### src/rtl/pld_cell_pkg.sv
package pld_cell_pkg;

  // Behaviour chosen for one cell by the architecture bits
  typedef enum logic [1:0] {
    FORM_OFF  = 2'd0,  // unused cell
    FORM_REG  = 2'd1,  // registered output
    FORM_CIO  = 2'd2,  // combinatorial with pin feedback
    FORM_COUT = 2'd3   // combinatorial, output only
  } cell_form_e;

endpackage

### src/rtl/pld_rst_sync.sv
module pld_rst_sync #(
  parameter int STAGES = 2
) (
  input  logic clk_i,
  input  logic rst_ni,
  output logic rst_no
);

  logic [STAGES-1:0] sync_q;
  logic [STAGES-1:0] sync_d;

  always_comb begin
    sync_d = {sync_q[STAGES-2:0], 1'b1};
  end

  always_ff @(posedge clk_i or negedge rst_ni) begin
    if (!rst_ni) begin
      sync_q <= '0;
    end else begin
      sync_q <= sync_d;
    end
  end

  assign rst_no = sync_q[STAGES-1] & rst_ni;

endmodule

### src/rtl/pld_mode_decode.sv
module pld_mode_decode
  import pld_cell_pkg::*;
#(
  parameter bit OUTER_CELL = 1'b0
) (
  input  logic       clk_i,
  input  logic       rst_ni,
  input  logic       syn_i,
  input  logic       ac0_i,
  input  logic       ac1_i,
  output cell_form_e form_o
);

  always_comb begin
    if (!ac0_i) begin
      form_o = FORM_OFF;
    end else if (!syn_i) begin
      form_o = ac1_i ? FORM_CIO : FORM_REG;
    end else begin
      form_o = OUTER_CELL ? FORM_COUT : FORM_CIO;
    end
  end


  complex_never_reg_chk: assert property (@(posedge clk_i) disable iff (!rst_ni)
    (ac0_i && syn_i) |-> (form_o != FORM_REG));

endmodule

### src/rtl/pld_sum_term.sv
module pld_sum_term #(
  parameter int N_PT    = 8,
  parameter int OE_TERM = 0
) (
  input  logic [N_PT-1:0] pt_i,
  input  logic            pol_i,
  output logic            reg_val_o,
  output logic            comb_val_o,
  output logic            oe_term_o
);

  logic [N_PT-1:0] sum_mask;

  for (genvar g = 0; g < N_PT; g++) begin : g_mask
    assign sum_mask[g] = (g != OE_TERM);
  end

  always_comb begin
    reg_val_o  = (|pt_i) ^ ~pol_i;
    comb_val_o = (|(pt_i & sum_mask)) ^ ~pol_i;
    oe_term_o  = pt_i[OE_TERM];
  end

endmodule

### src/rtl/pld_cell_reg.sv
module pld_cell_reg (
  input  logic clk_i,
  input  logic rst_ni,
  input  logic ld_i,
  input  logic clr_i,
  input  logic d_i,
  output logic q_o
);

  logic q_d;
  logic q_en;

  always_comb begin
    q_en = ld_i | clr_i;
    q_d  = clr_i ? 1'b0 : d_i;
  end

  always_ff @(posedge clk_i or negedge rst_ni) begin
    if (!rst_ni) begin
      q_o <= 1'b0;
    end else if (q_en) begin
      q_o <= q_d;
    end
  end


  clr_wins_chk: assert property (@(posedge clk_i) disable iff (!rst_ni)
    clr_i |=> !q_o);


  hold_when_idle_chk: assert property (@(posedge clk_i) disable iff (!rst_ni)
    (!ld_i && !clr_i) |=> $stable(q_o));


  capture_d_chk: assert property (@(posedge clk_i) disable iff (!rst_ni)
    (ld_i && !clr_i) |=> (q_o == $past(d_i)));

endmodule

### src/rtl/pld_out_cell.sv
module pld_out_cell
  import pld_cell_pkg::*;
#(
  parameter int N_PT       = 8,
  parameter int OE_TERM    = 0,
  parameter bit OUTER_CELL = 1'b0,
  parameter int RST_STAGES = 2
) (
  input  logic            clk_i,
  input  logic            rst_ni,
  input  logic            srst_i,
  input  logic            syn_i,
  input  logic            ac0_i,
  input  logic            ac1_i,
  input  logic            pol_i,
  input  logic            oe_ni,
  input  logic [N_PT-1:0] pt_i,
  input  logic            pin_in_i,
  output logic            pin_out_o,
  output logic            pin_oe_o,
  output logic            fb_o
);

  logic       rst_n_sync;
  cell_form_e form;
  logic       reg_val;
  logic       comb_val;
  logic       oe_term;
  logic       q;
  logic       ld;

  pld_rst_sync #(.STAGES(RST_STAGES)) u_rst_sync (
    .clk_i  (clk_i),
    .rst_ni (rst_ni),
    .rst_no (rst_n_sync)
  );

  pld_mode_decode #(.OUTER_CELL(OUTER_CELL)) u_decode (
    .clk_i  (clk_i),
    .rst_ni (rst_n_sync),
    .syn_i  (syn_i),
    .ac0_i  (ac0_i),
    .ac1_i  (ac1_i),
    .form_o (form)
  );

  pld_sum_term #(.N_PT(N_PT), .OE_TERM(OE_TERM)) u_sum (
    .pt_i       (pt_i),
    .pol_i      (pol_i),
    .reg_val_o  (reg_val),
    .comb_val_o (comb_val),
    .oe_term_o  (oe_term)
  );

  assign ld = (form == FORM_REG);

  pld_cell_reg u_reg (
    .clk_i  (clk_i),
    .rst_ni (rst_n_sync),
    .ld_i   (ld),
    .clr_i  (srst_i),
    .d_i    (reg_val),
    .q_o    (q)
  );

  always_comb begin
    unique case (form)
      FORM_REG: begin
        pin_out_o = q;
        pin_oe_o  = ~oe_ni;
        fb_o      = q;
      end
      FORM_CIO: begin
        pin_out_o = comb_val;
        pin_oe_o  = oe_term;
        fb_o      = pin_in_i;
      end
      FORM_COUT: begin
        pin_out_o = comb_val;
        pin_oe_o  = oe_term;
        fb_o      = 1'b0;
      end
      default: begin
        pin_out_o = 1'b0;
        pin_oe_o  = 1'b0;
        fb_o      = 1'b0;
      end
    endcase
  end


  unused_cell_quiet_chk: assert property (@(posedge clk_i) disable iff (!rst_n_sync)
    !ac0_i |-> (!pin_oe_o && !fb_o && !pin_out_o));


  shared_oe_chk: assert property (@(posedge clk_i) disable iff (!rst_n_sync)
    (ac0_i && !syn_i && !ac1_i) |-> (pin_oe_o == !oe_ni));


  term_oe_chk: assert property (@(posedge clk_i) disable iff (!rst_n_sync)
    (ac0_i && (syn_i || ac1_i)) |-> (pin_oe_o == pt_i[OE_TERM]));


  outer_no_fb_chk: assert property (@(posedge clk_i) disable iff (!rst_n_sync)
    (OUTER_CELL && ac0_i && syn_i) |-> !fb_o);


  reg_fb_matches_pin_chk: assert property (@(posedge clk_i) disable iff (!rst_n_sync)
    (ac0_i && !syn_i && !ac1_i) |-> (fb_o == pin_out_o));

endmodule

### config.mk
export PLATFORM = sky130hd
export DESIGN_NAME = pld_out_cell
export DESIGN_NICKNAME = d
export VERILOG_FILES = /design/src/rtl/pld_cell_pkg.sv /design/src/rtl/pld_rst_sync.sv /design/src/rtl/pld_mode_decode.sv /design/src/rtl/pld_sum_term.sv /design/src/rtl/pld_cell_reg.sv /design/src/rtl/pld_out_cell.sv
export SDC_FILE = /design/constraint.sdc
export NUM_CORES = 1
export LEC_CHECK = 0
export BUFFER_PORTS_ARGS = -buffer_cell sky130_fd_sc_hd__clkbuf_2
export CAP_MARGIN = 20
export CORE_AREA = 2 2 39 41
export CTS_CLUSTER_SIZE = 16
export DETAILED_ROUTE_END_ITERATION = 6
export DIE_AREA = 0 0 41 43
export PLACE_DENSITY_LB_ADDON = 0.15
export SYNTH_ARGS = -nofsm -noshare
export SYNTH_HDL_FRONTEND = slang
export SYNTH_HIERARCHICAL = 1
export SYNTH_SLANG_ARGS = --single-unit
### constraint.sdc
create_clock -name clk_i -period 2 [get_ports clk_i]
set_clock_uncertainty 0.1 [all_clocks]
set_input_delay 0.5 -clock clk_i [delete_from_list [all_inputs] [get_ports clk_i]]
set_output_delay 0.5 -clock clk_i [all_outputs]
set_load 0.02 [all_outputs]
==> results of run 1 <==
## cell usage after synthesis
| cell type | number | area [sq um] |
|---|---|---|
| nor3b_2 | 1 | 12.5 |
| buf_4 | 1 | 7.51 |
| nor2_1 | 1 | 3.75 |
| nor3_1 | 1 | 5.00 |
| a21boi_1 | 1 | 7.51 |
| nand3b_1 | 1 | 7.51 |
| nand2b_1 | 1 | 6.26 |
| ha_1 | 4 | 50.1 |
| dfrtp_1 | 3 | 75.1 |
| nand2_1 | 4 | 15.0 |
| nor4_2 | 1 | 12.5 |
| and2_1 | 1 | 6.26 |
| inv_1 | 2 | 7.51 |
| conb_1 | 1 | 3.75 |
| o21ai_1 | 1 | 5.00 |
| a21oi_1 | 2 | 10.0 |
| mux2i_1 | 1 | 10.0 |
| xnor2_1 | 2 | 17.5 |
| o21a_1 | 1 | 7.51 |
## kinds of logic (layout without fill, tap and decap cells)
group	after synthesis	after routing	synth area share
compound gates	5	5	0.111
xor+xnor	2	2	0.0648
fa+ha+maj	4	4	0.185
buf+inv	3	34	0.0556
flops	3	3	0.278
mux	1	1	0.0370
other cells	1	1	0.0139
simple gates	11	11	0.255
## per-layer routing
layer	global-route usage	vias to the layer above	share of wire
li1	-	158	-
met1	0.100	134	0.36
met2	0.184	11	0.58
met3	0.0157	0	0.054
met4	0.0600	0	0
met5	0	-	0
## metrics by stage
step / instances / setup slack [ns] / utilization
detailed placement: 68 / -0.145 / 0.300
global placement: 68 / -0.149 / 0.300
finish: 77 / -0.0825 / 0.413
CTS: 77 / -0.104 / 0.401
floorplan: 30 / 0.0259 / -
global route: 77 / -0.174 / 0.413
## flip-flops by register name, indices dropped and copies added (netlist names)
| name | cells |
|---|---|
| u_rst_sync/sync_q | 2 |
| u_reg/q_o | 1 |
## path summary, 6_finish.rpt
| path | to | slack [ns] | cells after the start |
|---|---|---|---|
| setup / recovery | pin_out_o | -0.08 | 7 |
| hold / removal | u_reg/q_o$_DFFE_PN0P_ | 0.01 | 1 |
| setup reg to reg | u_reg/q_o$_DFFE_PN0P_ | 1.20 | 2 |
| hold reg to reg | u_reg/q_o$_DFFE_PN0P_ | 0.01 | 1 |
| max in group asynchronous | u_reg/q_o$_DFFE_PN0P_ | 1.08 | 3 |
| min in group clk_i | u_rst_sync/sync_q[1]$_DFF_PN0_ | 0.25 | 0 |
## final cells by class
type / instances / area [sq um] / share of cell area
clock buffers: 4 / 26.3 / 0.0460
well taps: 16 / 20.0 / 0.0350
repair buffers: 28 / 205 / 0.359
flip-flops and latches: 3 / 75.1 / 0.131
multi-input cells: 24 / 238 / 0.416
inverters: 2 / 7.51 / 0.0131
## where the power goes
| group | internal (uW) | switching, uW | leakage [uW] |
|---|---|---|---|
| Sequential | 63.6 | 0.910 | 0.0000370 |
| Combinational | 43.4 | 30.1 | 0.000225 |
| Clock | 74.7 | 30.2 | 0.0000150 |
| Total | 182 | 61.2 | 0.000277 |
## repair_timing
item,4_1_cts,5_1_grt
pin swaps,6,3
hold endpoints to repair,2,0
hold buffers,1,0
endpoints found under the setup margin,3,3
gates resized for setup,14,8
setup buffers,4,0
==> flow_summary.yaml, run 1 <==
outcome:
  status: "finished, violations left"
  violations: "setup timing"
route:
  drtIter0Drc: 0
  ant_nets: 0
  num_vias: 303
  first_pass_iters: 1
  wire_per_inst_um: 9.14
  post-route-drc-count: 0
  wl_um: 704
  vias_per_cell: 3.94
yosys:
  ys_seq_elements: 3
  ys_types: 19
  yosysWarnings: 6
  synthCells: 30
  synth.avg_cell_area_sq_um: 9.01
  netlist_area_sq_um: 270
  syn_nets: 51
  synth-seq-area-share: 0.278
worst_setup_path:
  arrival_ns: 1.48
  crit_type: "input pin to output port"
  crit_buf_inv: 3
  crit_family: "buffers and inverters"
  critPathLaunch: "syn_i"
  critPathSlowestCell: "nor3b_4"
  r2r_start: "u_reg/q_o$_DFFE_PN0P_"
  critPathMaxStageDelay_ns: 0.23
  startpoint_type: "input pin"
  path_cells: "buf_8 > nor3b_4 > buf_4 > ha_4 > nand2_4 > a21oi_2 > clkbuf_8"
  crit_fanout: 3
  endpoint_kind: "output port"
  crit_required_ns: 1.40
placed_design:
  portBuffers: 19
  dp.final_hpwl_um: 515
  gp_congestion: 0.615
  placed_area_sq_um: 415
timing:
  hold_violations: 0
  fin_hold_ws_ns: 0.0100
  rsz0062_at_grt: "yes"
  fmax_mhz: 480
  drv_slew: 0
  period_share: 1.04
  setup_ws_ns: -0.0825
  setup_viol: 3
  min_period_ns: 2.08
  fin_tns_setup_ns: -0.234
final_layout:
  drive_gt1_frac: 0.639
  fillCellCount: 143
  num_antenna_cells: 0
  final_common_cell: "clkbuf_2"
  layout.nets: 83
  fin_area_sq_um: 572
  area_delta_synth_final_pct: 112
  mostFrequentLayoutCells: "clkbuf_2, buf_4, nand2_1, clkbuf_4, dfrtp_1"
global_route:
  grt_pass1_wl_mm: 1.19
  grtUsageTotal: 0.103
  grt_remaining_overflow: 0
  grt_max_degree: 4
  grt_pass1_vias: 316
  antenna_found_initial: 0
floorplanning:
  die_area_sq_mm: 0.00176
  start_util: 0.195
  rows: 14
  die_w_um: 41
  ioPinCount: 20
  coreArea_sq_mm: 0.00138
  die_h_um: 43
power_and_ir_drop:
  ir_drop_uv: 282
  p_leak_uw: 0.000277
  power_density_mw_per_mm2: 425
  power_uw: 243
clock_tree:
  cts_tree: "done"
  clk_latency_ns: 0.23
  cts_sinks: 3
  htree_levels: 1
  cts_buffers: 3
  clockBufferDepth: 2
  clockRootBuffer: "clkbuf_4"
  clkTransAtPathRegs_ns: 0.04
job:
  maxCapViolations: 0
worst_hold_path:
  hold_path_class: "register to async pin"
Note: power is estimated with default switching activity, not from simulation.
==> run 2: changes to the inputs <==
Settings changed: CELL_PAD_IN_SITES_DETAIL_PLACEMENT from default to 0, CELL_PAD_IN_SITES_GLOBAL_PLACEMENT from default to 1.
==> run 2 against run 1 <==
Effect of this change: the flow still finishes with violations (setup timing); utilization is 0.45 points lower; non-clock buffer count fell by 1; register-to-register slack barely moved; cell area fell by 1.1%; sequential share of layout area is 0.15 points higher; cell count fell by 1.3%; combinational power grew 4.2%; critical path depth decreased by 1; largest power group unchanged; clock power barely moved; clock-buffer cell count unchanged; worst hold slack lost 0.0034 ns.
==> flow_summary.yaml, run 2 (synthesized netlist as in run 1, its figures left out) <==
worst_setup_path:
  endpoint_kind: "output port"
  arrival_ns: 1.53
  crit_fanout: 3
  path_cells: "buf_8 > nor3b_4 > inv_2 > ha_4 > a21boi_2 > clkbuf_8"
  crit_required_ns: 1.40
  crit_type: "input pin to output port"
  critPathMaxStageDelay_ns: 0.26
  startpoint_type: "input pin"
  critPathSlowestCell: "nor3b_4"
  r2r_slack_ns: 1.20
timing:
  hold_violations: 0
  rsz0062_at_grt: "yes"
  setup_viol: 3
  fin_hold_ws_ns: 0.00664
  fmax_mhz: 469
  min_period_ns: 2.13
  period_share: 1.07
  setup_ws_ns: -0.134
  drv_slew: 0
outcome:
  violations: "setup timing"
  status: "finished, violations left"
global_route:
  grt_remaining_overflow: 0
  grt_max_degree: 4
  met1_usage: 0.0942
  grtUsageTotal: 0.118
  grt_busiest_layer: "met2"
  antenna_found_initial: 0
  gr-usage-met3: 0.0314
  grt_pass1_wl_mm: 1.28
  grt.met2_usage: 0.219
  grt_pass1_vias: 303
clock_tree:
  htree_levels: 1
  clk_latency_ns: 0.23
  clockRootBuffer: "clkbuf_4"
  cts_buffers: 3
  cts_sinks: 3
  clockBufferDepth: 2
  clkTransAtPathRegs_ns: 0.04
  cts_tree: "done"
floorplanning:
  ioPinCount: 20
  coreArea_sq_mm: 0.00138
  start_util: 0.195
  rows: 14
  die_area_sq_mm: 0.00176
  die_w_um: 41
  die_h_um: 43
final_layout:
  regMostFlops: "u_rst_sync/sync_q"
  seqCellArea_sq_um: 75.1
  layout.nets: 82
  fillCellCount: 157
  final_common_cell: "clkbuf_2"
  multi_input_area_sq_um: 226
  drive_gt1_frac: 0.667
  num_antenna_cells: 0
  largest_reg_flops: 2
  reg.largest.list: "u_rst_sync/sync_q: 2 flops, u_reg/q_o: 1 flops"
  mostFrequentLayoutCells: "clkbuf_2, buf_4, nand2_1, clkbuf_4, dfrtp_1"
  area_delta_synth_final_pct: 109
  final_cells: 76
placed_design:
  gp_congestion: 0.563
  portBuffers: 19
  dp_cells: 68
  dp.final_hpwl_um: 656
route:
  ant_nets: 0
  first_pass_iters: 1
  num_vias: 312
  drtIter0Drc: 0
  wl_um: 868
  post-route-drc-count: 0
  vias_per_cell: 4.11
  wire_per_inst_um: 11.4
power_and_ir_drop:
  power_density_mw_per_mm2: 434
  ir_drop_uv: 272
  p_leak_uw: 0.000263
worst_hold_path:
  hold_path_class: "register to async pin"
job:
  maxCapViolations: 0
[run 2: cell count changes in the layout (fill, tap and decap cells not counted)]
cell / change
inv_1: -1
nand2_2: +1
buf_4: -1
o21ai_2: +1
inv_2: +1
ha_4: -1
nand2_4: -1
o21ai_1: -1
ha_2: +1
clkbuf_2: -2
buf_6: +2
[run 2: power breakdown]
group / switching (uW) / total, uW / internal (uW)
sequential: 0.749 / 64.4 / 63.6
clock: 29.9 / 105 / 74.7
combinational: 31.2 / 76.6 / 45.4
total: 61.9 / 246 / 184
[run 2: path summary, 6_finish.rpt]
path | start | to | cells after the start
worst max-delay path | syn_i | fb_o | 6
worst min-delay path | u_rst_sync/sync_q[1]$_DFF_PN0_ | u_reg/q_o$_DFFE_PN0P_ | 1
worst max register to register | u_reg/q_o$_DFFE_PN0P_ | u_reg/q_o$_DFFE_PN0P_ | 2
worst min register to register | u_rst_sync/sync_q[1]$_DFF_PN0_ | u_reg/q_o$_DFFE_PN0P_ | 1
max in group asynchronous | rst_ni | u_reg/q_o$_DFFE_PN0P_ | 3
min in group clk_i | u_rst_sync/sync_q[0]$_DFF_PN0_ | u_rst_sync/sync_q[1]$_DFF_PN0_ | 0
[run 2: routing by layer]
metal / vias to the layer above / share of wire
li1: 157 / -
met1: 147 / 0.31
met2: 8 / 0.65
met3: 0 / 0.037
met4: 0 / 0
met5: - / 0
[run 2: critical path, delay by kind of cell]
family / cells / cell delay [ns]
AOI/OAI and AO/OA: 1 / 0.15
adders and majority gates: 1 / 0.26
and+or+nand+nor: 1 / 0.26
buffers and inverters: 3 / 0.35
[run 2: metrics by stage]
stage                      util  worst slack (ns)  power, uW  instance area, sq um  TNS (ns)
after floorplan               -            0.0259       89.1                   278         0
after global placement    0.300            -0.116        114                   415    -0.311
after detailed placement  0.300            -0.207        117                   415    -0.579
after CTS                 0.371            -0.133        241                   513    -0.389
after global routing      0.409            -0.177        262                   566    -0.486
final                     0.409            -0.134        246                   566    -0.339
[run 2: what timing repair did]
item	in CTS	in global routing
gates resized for setup	10	15
endpoints found under the setup margin	3	3
pin swaps	4	4
endpoints found under the hold margin	2	0
hold buffers	1	0
setup buffers	2	1
[run 2: cell type report]
class,count,share of cell area
Inverter,2,0.0133
Sequential cell,3,0.133
Timing Repair Buffer,27,0.372
Clock buffer,4,0.0465
Multi-Input combinational cell,24,0.400
Tap cell,16,0.0354
